==> src/rtl/rrc_pkg.sv <==
package rrc_pkg;

   // Modular inverse of a modulo m by the extended Euclidean algorithm.
   // It is only called with coprime arguments at elaboration.
   function automatic longint unsigned mod_inverse(input longint unsigned a,
                                                   input longint unsigned m);
      longint t, nt, r, nr, q, tmp;
      t  = 0;
      nt = 1;
      r  = longint'(m);
      nr = longint'(a % m);
      while (nr != 0) begin
         q   = r / nr;
         tmp = t - q * nt;
         t   = nt;
         nt  = tmp;
         tmp = r - q * nr;
         r   = nr;
         nr  = tmp;
      end
      if (t < 0) t = t + longint'(m);
      return longint'(t);
   endfunction

   // Number of k-bit chunks needed to cover a w-bit operand.
   function automatic int chunk_count(input int w, input int k);
      return (w + k - 1) / k;
   endfunction

endpackage

==> src/rtl/rrc_modadd.sv <==
// Adder modulo 2^K-1: the carry out is added back in at bit 0.
// A result of all ones stands for zero.
module rrc_modadd #(
   parameter int K = 4
) (
   input  logic [K-1:0] a,
   input  logic [K-1:0] b,
   output logic [K-1:0] y
);
   if (K < 2) begin : g_bad_width
      $error("rrc_modadd: K must be at least 2");
   end

   logic [K:0] raw_sum;

   assign raw_sum = {1'b0, a} + {1'b0, b};
   // a+b <= 2^(K+1)-2, so this second addition cannot carry out.
   assign y = raw_sum[K-1:0] + {{(K-1){1'b0}}, raw_sum[K]};
endmodule

==> src/rtl/rrc_canon.sv <==
// Maps the redundant all-ones code of a 2^K-1 channel to zero.
module rrc_canon #(
   parameter int K = 4
) (
   input  logic [K-1:0] a,
   output logic [K-1:0] y
);
   assign y = (&a) ? '0 : a;
endmodule

==> src/rtl/rrc_fold.sv <==
// Reduces an IN_W-bit operand modulo 2^K-1. The operand is split into
// K-bit chunks, since 2^K is congruent to 1, and the chunks are summed
// with end-around adders.
module rrc_fold #(
   parameter int IN_W = 8,
   parameter int K    = 7
) (
   input  logic [IN_W-1:0] din,
   output logic [K-1:0]    y
);
   localparam int NCH  = rrc_pkg::chunk_count(IN_W, K);
   localparam int PADW = NCH * K;

   logic [PADW-1:0] padded;
   assign padded = PADW'(din);

   if (NCH == 1) begin : g_single
      assign y = padded[K-1:0];
   end else begin : g_chain
      logic [K-1:0] acc [0:NCH-1];
      assign acc[0] = padded[K-1:0];
      for (genvar j = 1; j < NCH; j++) begin : g_chunk
         rrc_modadd #(.K(K)) add_i (
            .a (acc[j-1]),
            .b (padded[j*K +: K]),
            .y (acc[j])
         );
      end
      assign y = acc[NCH-1];
   end
endmodule

==> src/rtl/rrc_cmul.sv <==
// Multiplication by the constant C modulo 2^K-1. Each set bit i of C
// adds a left rotation of the operand by i places.
module rrc_cmul #(
   parameter int              K = 4,
   parameter longint unsigned C = 1
) (
   input  logic [K-1:0] a,
   output logic [K-1:0] y
);
   if (K < 2 || K > 62) begin : g_bad_width
      $error("rrc_cmul: K out of range");
   end
   if (C >= ((64'd1 << K) - 64'd1)) begin : g_bad_const
      $error("rrc_cmul: constant must be reduced below 2^K-1");
   end

   logic [K-1:0] acc [0:K];
   assign acc[0] = '0;

   for (genvar i = 0; i < K; i++) begin : g_bit
      if (((C >> i) & 64'd1) == 64'd1) begin : g_term
         logic [K-1:0] rot;
         assign rot = (a << i) | (a >> (K - i));
         rrc_modadd #(.K(K)) add_i (
            .a (acc[i]),
            .b (rot),
            .y (acc[i+1])
         );
      end else begin : g_skip
         assign acc[i+1] = acc[i];
      end
   end

   assign y = acc[K];
endmodule

==> src/rtl/rrc_converter.sv <==
// Residue-to-binary converter for the moduli
// {2^N, 2^N-1, 2^(N+1)-1, 2^(N-1)-1} by mixed-radix reconstruction.
//   X = d1 + 2^N*(d2 + (2^N-1)*(d3 + (2^(N+1)-1)*d4))
// Digit equations (all inverses reduce to rotations, except 1/6):
//   d1 = r_even
//   d2 = r_mid - d1                        mod 2^N-1
//   d3 = -4*(r_wide - d1) + 2*d2           mod 2^(N+1)-1
//   d4 = (r_narrow - d1 - 2*(d2+d3)) / 6   mod 2^(N-1)-1
module rrc_converter #(
   parameter int N = 8
) (
   input  logic [N-1:0]   r_even,
   input  logic [N-1:0]   r_mid,
   input  logic [N:0]     r_wide,
   input  logic [N-2:0]   r_narrow,
   output logic [4*N-1:0] bin_o
);
   localparam int KM = N;
   localparam int KW = N + 1;
   localparam int KN = N - 1;
   localparam int W2 = 2 * N;
   localparam int W3 = 3 * N;
   localparam longint unsigned MOD_N = (64'd1 << KN) - 64'd1;
   localparam longint unsigned INV6  = rrc_pkg::mod_inverse(64'd6, MOD_N);

   if (N < 4 || (N % 2) != 0 || N > 16) begin : g_bad_n
      $error("rrc_converter: N must be even and within 4..16");
   end

   // ---------------- digit 1 ----------------
   logic [KM-1:0] dig1;
   assign dig1 = r_even;

   // ---------------- digit 2 (mod 2^N-1) ----------------
   logic [KM-1:0] raw2, dig2;
   rrc_modadd #(.K(KM)) sub2_i (.a(r_mid), .b(~dig1), .y(raw2));
   rrc_canon  #(.K(KM)) can2_i (.a(raw2), .y(dig2));

   // ---------------- digit 3 (mod 2^(N+1)-1) ----------------
   logic [KW-1:0] diff3, neg4_3, dbl2_3, raw3, dig3;
   rrc_modadd #(.K(KW)) sub3_i (.a(r_wide), .b(~{1'b0, dig1}), .y(diff3));
   rrc_cmul   #(.K(KW), .C(64'd4)) mul4_i (.a(~diff3), .y(neg4_3));
   rrc_cmul   #(.K(KW), .C(64'd2)) mul2_i (.a({1'b0, dig2}), .y(dbl2_3));
   rrc_modadd #(.K(KW)) sum3_i (.a(neg4_3), .b(dbl2_3), .y(raw3));
   rrc_canon  #(.K(KW)) can3_i (.a(raw3), .y(dig3));

   // ---------------- digit 4 (mod 2^(N-1)-1) ----------------
   // The folds of d1 and d2 and the first subtraction run alongside the
   // digit 3 logic; only the d3 fold waits for digit 3.
   logic [KN-1:0] f1, f2, f3, part1, sum23, dbl23, part2, raw4, dig4;
   rrc_fold #(.IN_W(KM), .K(KN)) fold1_i (.din(dig1), .y(f1));
   rrc_fold #(.IN_W(KM), .K(KN)) fold2_i (.din(dig2), .y(f2));
   rrc_fold #(.IN_W(KW), .K(KN)) fold3_i (.din(dig3), .y(f3));
   rrc_modadd #(.K(KN)) sub4a_i (.a(r_narrow), .b(~f1), .y(part1));
   rrc_modadd #(.K(KN)) add23_i (.a(f2), .b(f3), .y(sum23));
   rrc_cmul   #(.K(KN), .C(64'd2)) mul2n_i (.a(sum23), .y(dbl23));
   rrc_modadd #(.K(KN)) sub4b_i (.a(part1), .b(~dbl23), .y(part2));
   rrc_cmul   #(.K(KN), .C(INV6)) inv6_i (.a(part2), .y(raw4));
   rrc_canon  #(.K(KN)) can4_i (.a(raw4), .y(dig4));

   // ---------------- weighted sum (plain adders) ----------------
   // y3 = d3 + (2^(N+1)-1)*d4 ; y2 = d2 + (2^N-1)*y3 ; X = y2*2^N + d1
   logic [W2-1:0] y3;
   logic [W3-1:0] y2;
   assign y3 = (W2'(dig4) << (N + 1)) - W2'(dig4) + W2'(dig3);
   assign y2 = (W3'(y3) << N) - W3'(y3) + W3'(dig2);
   assign bin_o = {y2, dig1};
endmodule

==> config.mk <==
export PLATFORM = sky130hd
export DESIGN_NAME = rrc_converter
export DESIGN_NICKNAME = d
export VERILOG_FILES = /design/src/rtl/rrc_pkg.sv /design/src/rtl/rrc_modadd.sv /design/src/rtl/rrc_canon.sv /design/src/rtl/rrc_fold.sv /design/src/rtl/rrc_cmul.sv /design/src/rtl/rrc_converter.sv
export SDC_FILE = /design/constraint.sdc
export NUM_CORES = 1
export LEC_CHECK = 0
export BUFFER_PORTS_ARGS = -buffer_cell sky130_fd_sc_hd__buf_2
export CAP_MARGIN = 40
export CORE_MARGIN = 1.5
export CORE_UTILIZATION = 40
export DETAILED_ROUTE_END_ITERATION = 10
export MAX_ROUTING_LAYER = met4
export PLACE_DENSITY = 0.63
export SLEW_MARGIN = 20
export SYNTH_ARGS = -nofsm -noshare
export SYNTH_HDL_FRONTEND = slang
export SYNTH_SLANG_ARGS = --single-unit
==> constraint.sdc <==
create_clock -name vclk -period 51.5
set_input_delay 10.3 -clock vclk [all_inputs]
set_output_delay 10.3 -clock vclk [all_outputs]
set_load 0.03 [all_outputs]
; Yosys cells after proc, flatten, opt, wreduce, memory -nomap -nowiden
; Cells that the tools add are included.
[classes]
addsub = 28
muxes = 3
bitwise = 11
n_reduce_logical = 3
[op_table]
columns = op, count
row1 = 7-bit by 1-bit adder with 7-bit output, 9
row2 = 7-bit by 7-bit adder with 8-bit output, 6
row3 = 24-bit by 8-bit adder with 24-bit output, 1
row4 = 24-bit by 16-bit subtractor with 24-bit output, 1
row5 = 9-bit by 9-bit adder with 10-bit output, 2
row6 = 9-bit by 1-bit adder with 9-bit output, 2
row7 = 16-bit by 9-bit adder with 16-bit output, 1
row8 = 7-bit by 1-bit adder with 8-bit output, 2
row9 = 16-bit by 7-bit subtractor with 16-bit output, 1
row10 = 7-bit NOT, 2
row11 = 7-bit by 1-bit OR with 7-bit output, 2
row12 = 8-bit by 8-bit adder with 9-bit output, 1
row13 = 9-bit two-way mux, 1
row14 = 8-bit NOT with 9-bit output, 1
row15 = 9-bit NOT, 1
row16 = 9-bit by 2-bit OR with 9-bit output, 1
row17 = 9-bit AND reduction, 1
row18 = 7-bit by 2-bit adder with 8-bit output, 1
row19 = 8-bit by 1-bit adder with 8-bit output, 1
row20 = 8-bit two-way mux, 1
row21 = 8-bit NOT, 1
row22 = 8-bit AND reduction, 1
row23 = 7-bit two-way mux, 1
row24 = 7-bit by 3-bit OR with 7-bit output, 1
row25 = other kinds (3), 3
[totals]
register_bits = 0
output_inout_bits = 32

; Depth between registers and ports, before layout
[depth]
ltp_word = 30
ltp_mapped = 136
ltp_nobuf = 134

; By module
; A second synthesis with hierarchy kept.
[hier_totals]
cells_unflattened = 1115
area_unflattened_um2 = 9113.7
[modules_own_cells]
columns = mod, instances, cells_each, area_each_um2
row1 = rrc_modadd (add23_i ...), 11, 42, 356.6
row2 = rrc_modadd (mul2_i.g_bit[1].g_term.add_i ...), 4, 66, 555.5
row3 = rrc_converter, 1, 280, 2050.7
row4 = rrc_modadd (sub2_i), 1, 57, 523.0
row5 = rrc_canon (can3_i), 1, 20, 147.6
row6 = rrc_canon (can2_i), 1, 12, 132.6
row7 = rrc_canon (can4_i), 1, 13, 88.8
row8 = rrc_cmul, 4, 1, 3.8
row9 = rrc_fold, 3, 1, 3.8

; Worst setup path before layout
; No wires, ideal clock.
[synth_path]
kind = input-to-output
startpoint = in r_even[0]
endpoint = out bin_o[31]
arrival_ps = 32717
t_required_ps = 41200
path_slack_ps = 8483
stages = 130
cell_sequence = inv_1 > ha_1 > fa_1 > buf_6 > a211oi_2 > o21ai_1 > a21o_1 > a21o_1 > ha_1 > ha_1 > xor3_1 > nand3_1 > nor3_1 > o311ai_1 > nor3_1 > clkbuf_1 > nor2b_1 > ha_1 > (+94 left out) > a21o_1 > a21oi_1 > o21ai_0 > a32o_1 > o22ai_1 > nor2_1 > inv_1 > ha_1 > and3_1 > a21oi_1 > a31oi_1 > a21o_1 > a21o_1 > a21oi_1 > o21a_1 > nand4b_1 > a311oi_2 > xnor2_1
[synth_via]
elab_chain_len = 30
elab_cells_between_ends = 45
[synth_lines]
columns = element, line
row1 = from (decl), rrc_converter.sv:12  ; input logic [N-1:0] r_even,
row2 = 8-bit NOT / 8-bit NOT with 9-bit output (equally long branches), "rrc_converter.sv:36, rrc_converter.sv:41"
row3 = 8-bit by 8-bit adder with 9-bit output / 9-bit by 9-bit adder with 10-bit output (equally long branches), rrc_modadd.sv:16  ; assign raw_sum = {1'b0, a} + {1'b0, b};
row4 = 8-bit by 1-bit adder with 8-bit output / 9-bit by 1-bit adder with 9-bit output (equally long branches), rrc_modadd.sv:18  ; assign y = raw_sum[K-1:0] + {{(K-1){1'b0}}, raw_sum[K]};
row5 = 8-bit AND reduction / 9-bit NOT (equally long branches), "rrc_canon.sv:8, rrc_converter.sv:42"
row6 = 8-bit two-way mux / 9-bit by 2-bit OR with 9-bit output (equally long branches), "rrc_canon.sv:8, rrc_cmul.sv:23"
row7 = 9-bit by 9-bit adder with 10-bit output, rrc_modadd.sv:16
row8 = 9-bit by 1-bit adder with 9-bit output, rrc_modadd.sv:18
row9 = 9-bit AND reduction, rrc_canon.sv:8  ; assign y = (&a) ? '0 : a;
row10 = (+14 left out), --
row11 = 7-bit by 7-bit adder with 8-bit output, rrc_modadd.sv:16
row12 = 7-bit by 1-bit adder with 7-bit output, rrc_modadd.sv:18
row13 = 7-bit AND reduction, rrc_canon.sv:8
row14 = 7-bit two-way mux, rrc_canon.sv:8
row15 = 16-bit by 7-bit subtractor with 16-bit output, rrc_converter.sv:65  ; assign y3 = (W2'(dig4) << (N + 1)) - W2'(dig4) + W2'(dig3);
row16 = 16-bit by 9-bit adder with 16-bit output, rrc_converter.sv:65
row17 = 24-bit by 16-bit subtractor with 24-bit output, rrc_converter.sv:66  ; assign y2 = (W3'(y3) << N) - W3'(y3) + W3'(dig2);
row18 = 24-bit by 8-bit adder with 24-bit output (*), rrc_converter.sv:66
row19 = to (decl), rrc_converter.sv:16  ; output logic [4*N-1:0] bin_o
; Mark *: on every way between the ends. The rest lies on a longest branch, timed or not.

; Worst setup path after layout
; Same ends and word-level chain as after synthesis.

==> results.cfg <==
[status]
outcome = complete, no violations

[min_path]
hold_path.class = primary input to primary output

[critical_path]
start_kind = primary input
critical_path_peak_fanout = 13
end_kind = primary output
cpMostUsedCell = ha_1
cp_slowest_cell = a21oi_1
max_stage_delay_ns = 0.58
worstPathArrival_ns = 35.36
crit_type = primary input to primary output
crit_required_ns = 41.20

[synthesis]
synthAdderAreaFrac_pct = 27.16
synth_top_cell_by_area = ha_1
synthCells = 863
ys_warn_count = 0
yosysTopAreaCellShare_pct = 23.41
seq_area_frac_synth_pct = 0
synthSimpleGateAreaFrac_pct = 21.93
synth_top_family_by_area = adder cells
synth_area_leaders = ha_1, xnor2_1, xor2_1, inv_1, a21oi_1
synth_mux_area_share_pct = 0.4877
avgSynthCellArea_um2 = 7.432
synth_area_um2 = 6414
synth_compound_area_share_pct = 22.69
syn-num-nets = 1027
synth_cell_types = 79
synth-xor-area-share_pct = 20.27

[drt]
dr.max_layer_used = met4
routed_wl_um = 14680
vias_per_cell = 5.218
drc = 0
wl_met3_um = 547
drt_iter0_drc = 250
first_pass_iters = 4
met1_length_um = 7623
ant_nets = 0
vias = 5875
wire_per_inst_um = 13.04
met2_length_um = 6475

[timing]
fmax_mhz = 21.90
finalHoldViolCount = 0
relSlewSlack_pct = 47.70
maxSlewViolCount = 0
rsz0062_at_grt = false
setup_viol = 0
period_share_pct = 88.67
period_minus_slack_ns = 45.66
tns_ns = 0
tightestPinTransition_ns = 0.7811

[final_layout]
area_growth_pct = 7.530
num-clock-buffers = 0
drive_gt1_share_pct = 10.66
antenna_cells = 0
num-nets-final = 1076
regArea_um2 = 0
nFlopsAndLatches = 0

[global_route]
grt_pass1_wl_um = 24590
antenna_found_initial = 0
grt-ovfl-total = 0
grt_pass1_vias = 5324
grt_max_degree = 14
track_usage_pct = 17.89

[die]
dieArea_um2 = 16800
die_h_um = 129.6
fp.coreArea_um2 = 15770
start_util_pct = 40.67
io_pins = 64
dieWidth_um = 129.6
std_cell_rows = 46

[cts]
cts_resized = 0
holdBufCountCts = 0
cts_setup_buffers = 0

[placement]
place_congestion = 0.9053
io_buffer_count = 64
hpwl_um = 13080

[run]
maxCapViolations = 0
per-stage QoR:
step / cell area (um^2) / util, % / worst slack (ns) / hold slack, ns / cells
finish: 6897 / 43.73 / 5.837 / 20.86 / 1126
global route: 6897 / 43.73 / 3.195 / 20.87 / 1126
CTS: 6897 / 43.73 / 5.816 / 20.87 / 1126
detailed placement: 6897 / 43.73 / 5.859 / 20.87 / 1126
global placement: 6897 / 43.73 / 6.373 / 20.87 / 1126
floorplan: 6414 / - / 8.483 / 20.73 / 863
cells by family after synthesis:
family	after synthesis
simple gates	263
mux	3
buf+inv	115
compound gates	208
fa+ha+maj	132
xor+xnor	142
metal layers:
metal  GRT usage (%)  vias to the layer above
met5               -                        -
met4          0.3922                        0
met3         0.04129                        4
met2           29.75                      120
met1           25.81                     2592
li1                -                     3159
area by class of cell:
cell class | instances | area [um^2]
multi-input cells | 748 | 5934
repair buffers | 65 | 327.8
well taps | 216 | 270.3
inverters | 97 | 364.1
fillers | 1668 | 8874
worst paths after layout:
check | from | to | slack [ns] | cells after the start
min | r_even[5] | bin_o[5] | 20.86 | 2
max | r_even[0] | bin_o[31] | 5.84 | 129
placed cells by master (no fill, tap or decap), types with 6 or more instances in the layout:
cell,Yosys,final
inv_1,97,97
nor2b_1,18,18
ha_1,120,120
fa_1,12,12
or2_2,6,6
and3_1,12,12
xor2_1,48,48
nor3_1,16,16
and2_1,11,11
a21o_1,29,29
o22ai_1,6,6
o21ai_0,30,30
xnor2_1,89,89
buf_2,2,64
nand2b_1,15,15
nand2_1,48,48
a21oi_1,60,60
nor4_1,9,9
nor2_1,53,53
nand4_1,12,12
o21bai_1,16,16
a21boi_0,6,6
nand3_1,34,34
critical path, delay by kind of cell:
kind            cells  cell delay (ns)
compound gates     51             9.97
xor+xnor            8             1.61
fa+ha+maj          28             7.32
buf+inv             6             0.73
simple gates       36             5.42
synthesized netlist by cell type (4+ instances only):
| master | instances |
|---|---|
| or2_2 | 6 |
| nor4_1 | 9 |
| nor3_1 | 16 |
| xnor2_1 | 89 |
| and2_1 | 11 |
| nand2b_1 | 15 |
| nor2b_1 | 18 |
| or3_1 | 4 |
| nand4_1 | 12 |
| a21o_1 | 29 |
| o211ai_1 | 4 |
| ha_1 | 120 |
| a21oi_1 | 60 |
| o21ai_0 | 30 |
| and3_1 | 12 |
| o21a_1 | 5 |
| nor3b_1 | 5 |
| fa_1 | 12 |
| o2111ai_1 | 4 |
| inv_1 | 97 |
| o221ai_1 | 4 |
| nand3_1 | 34 |
| o21bai_1 | 16 |
| buf_4 | 8 |
| nor2_1 | 53 |
| o22ai_1 | 6 |
| clkbuf_1 | 6 |
| xor2_1 | 48 |
| a21boi_0 | 6 |
| nand2_1 | 48 |
Power is not shown: default switching activity piles up to over one toggle a cycle in this logic, so the estimate is an artifact.
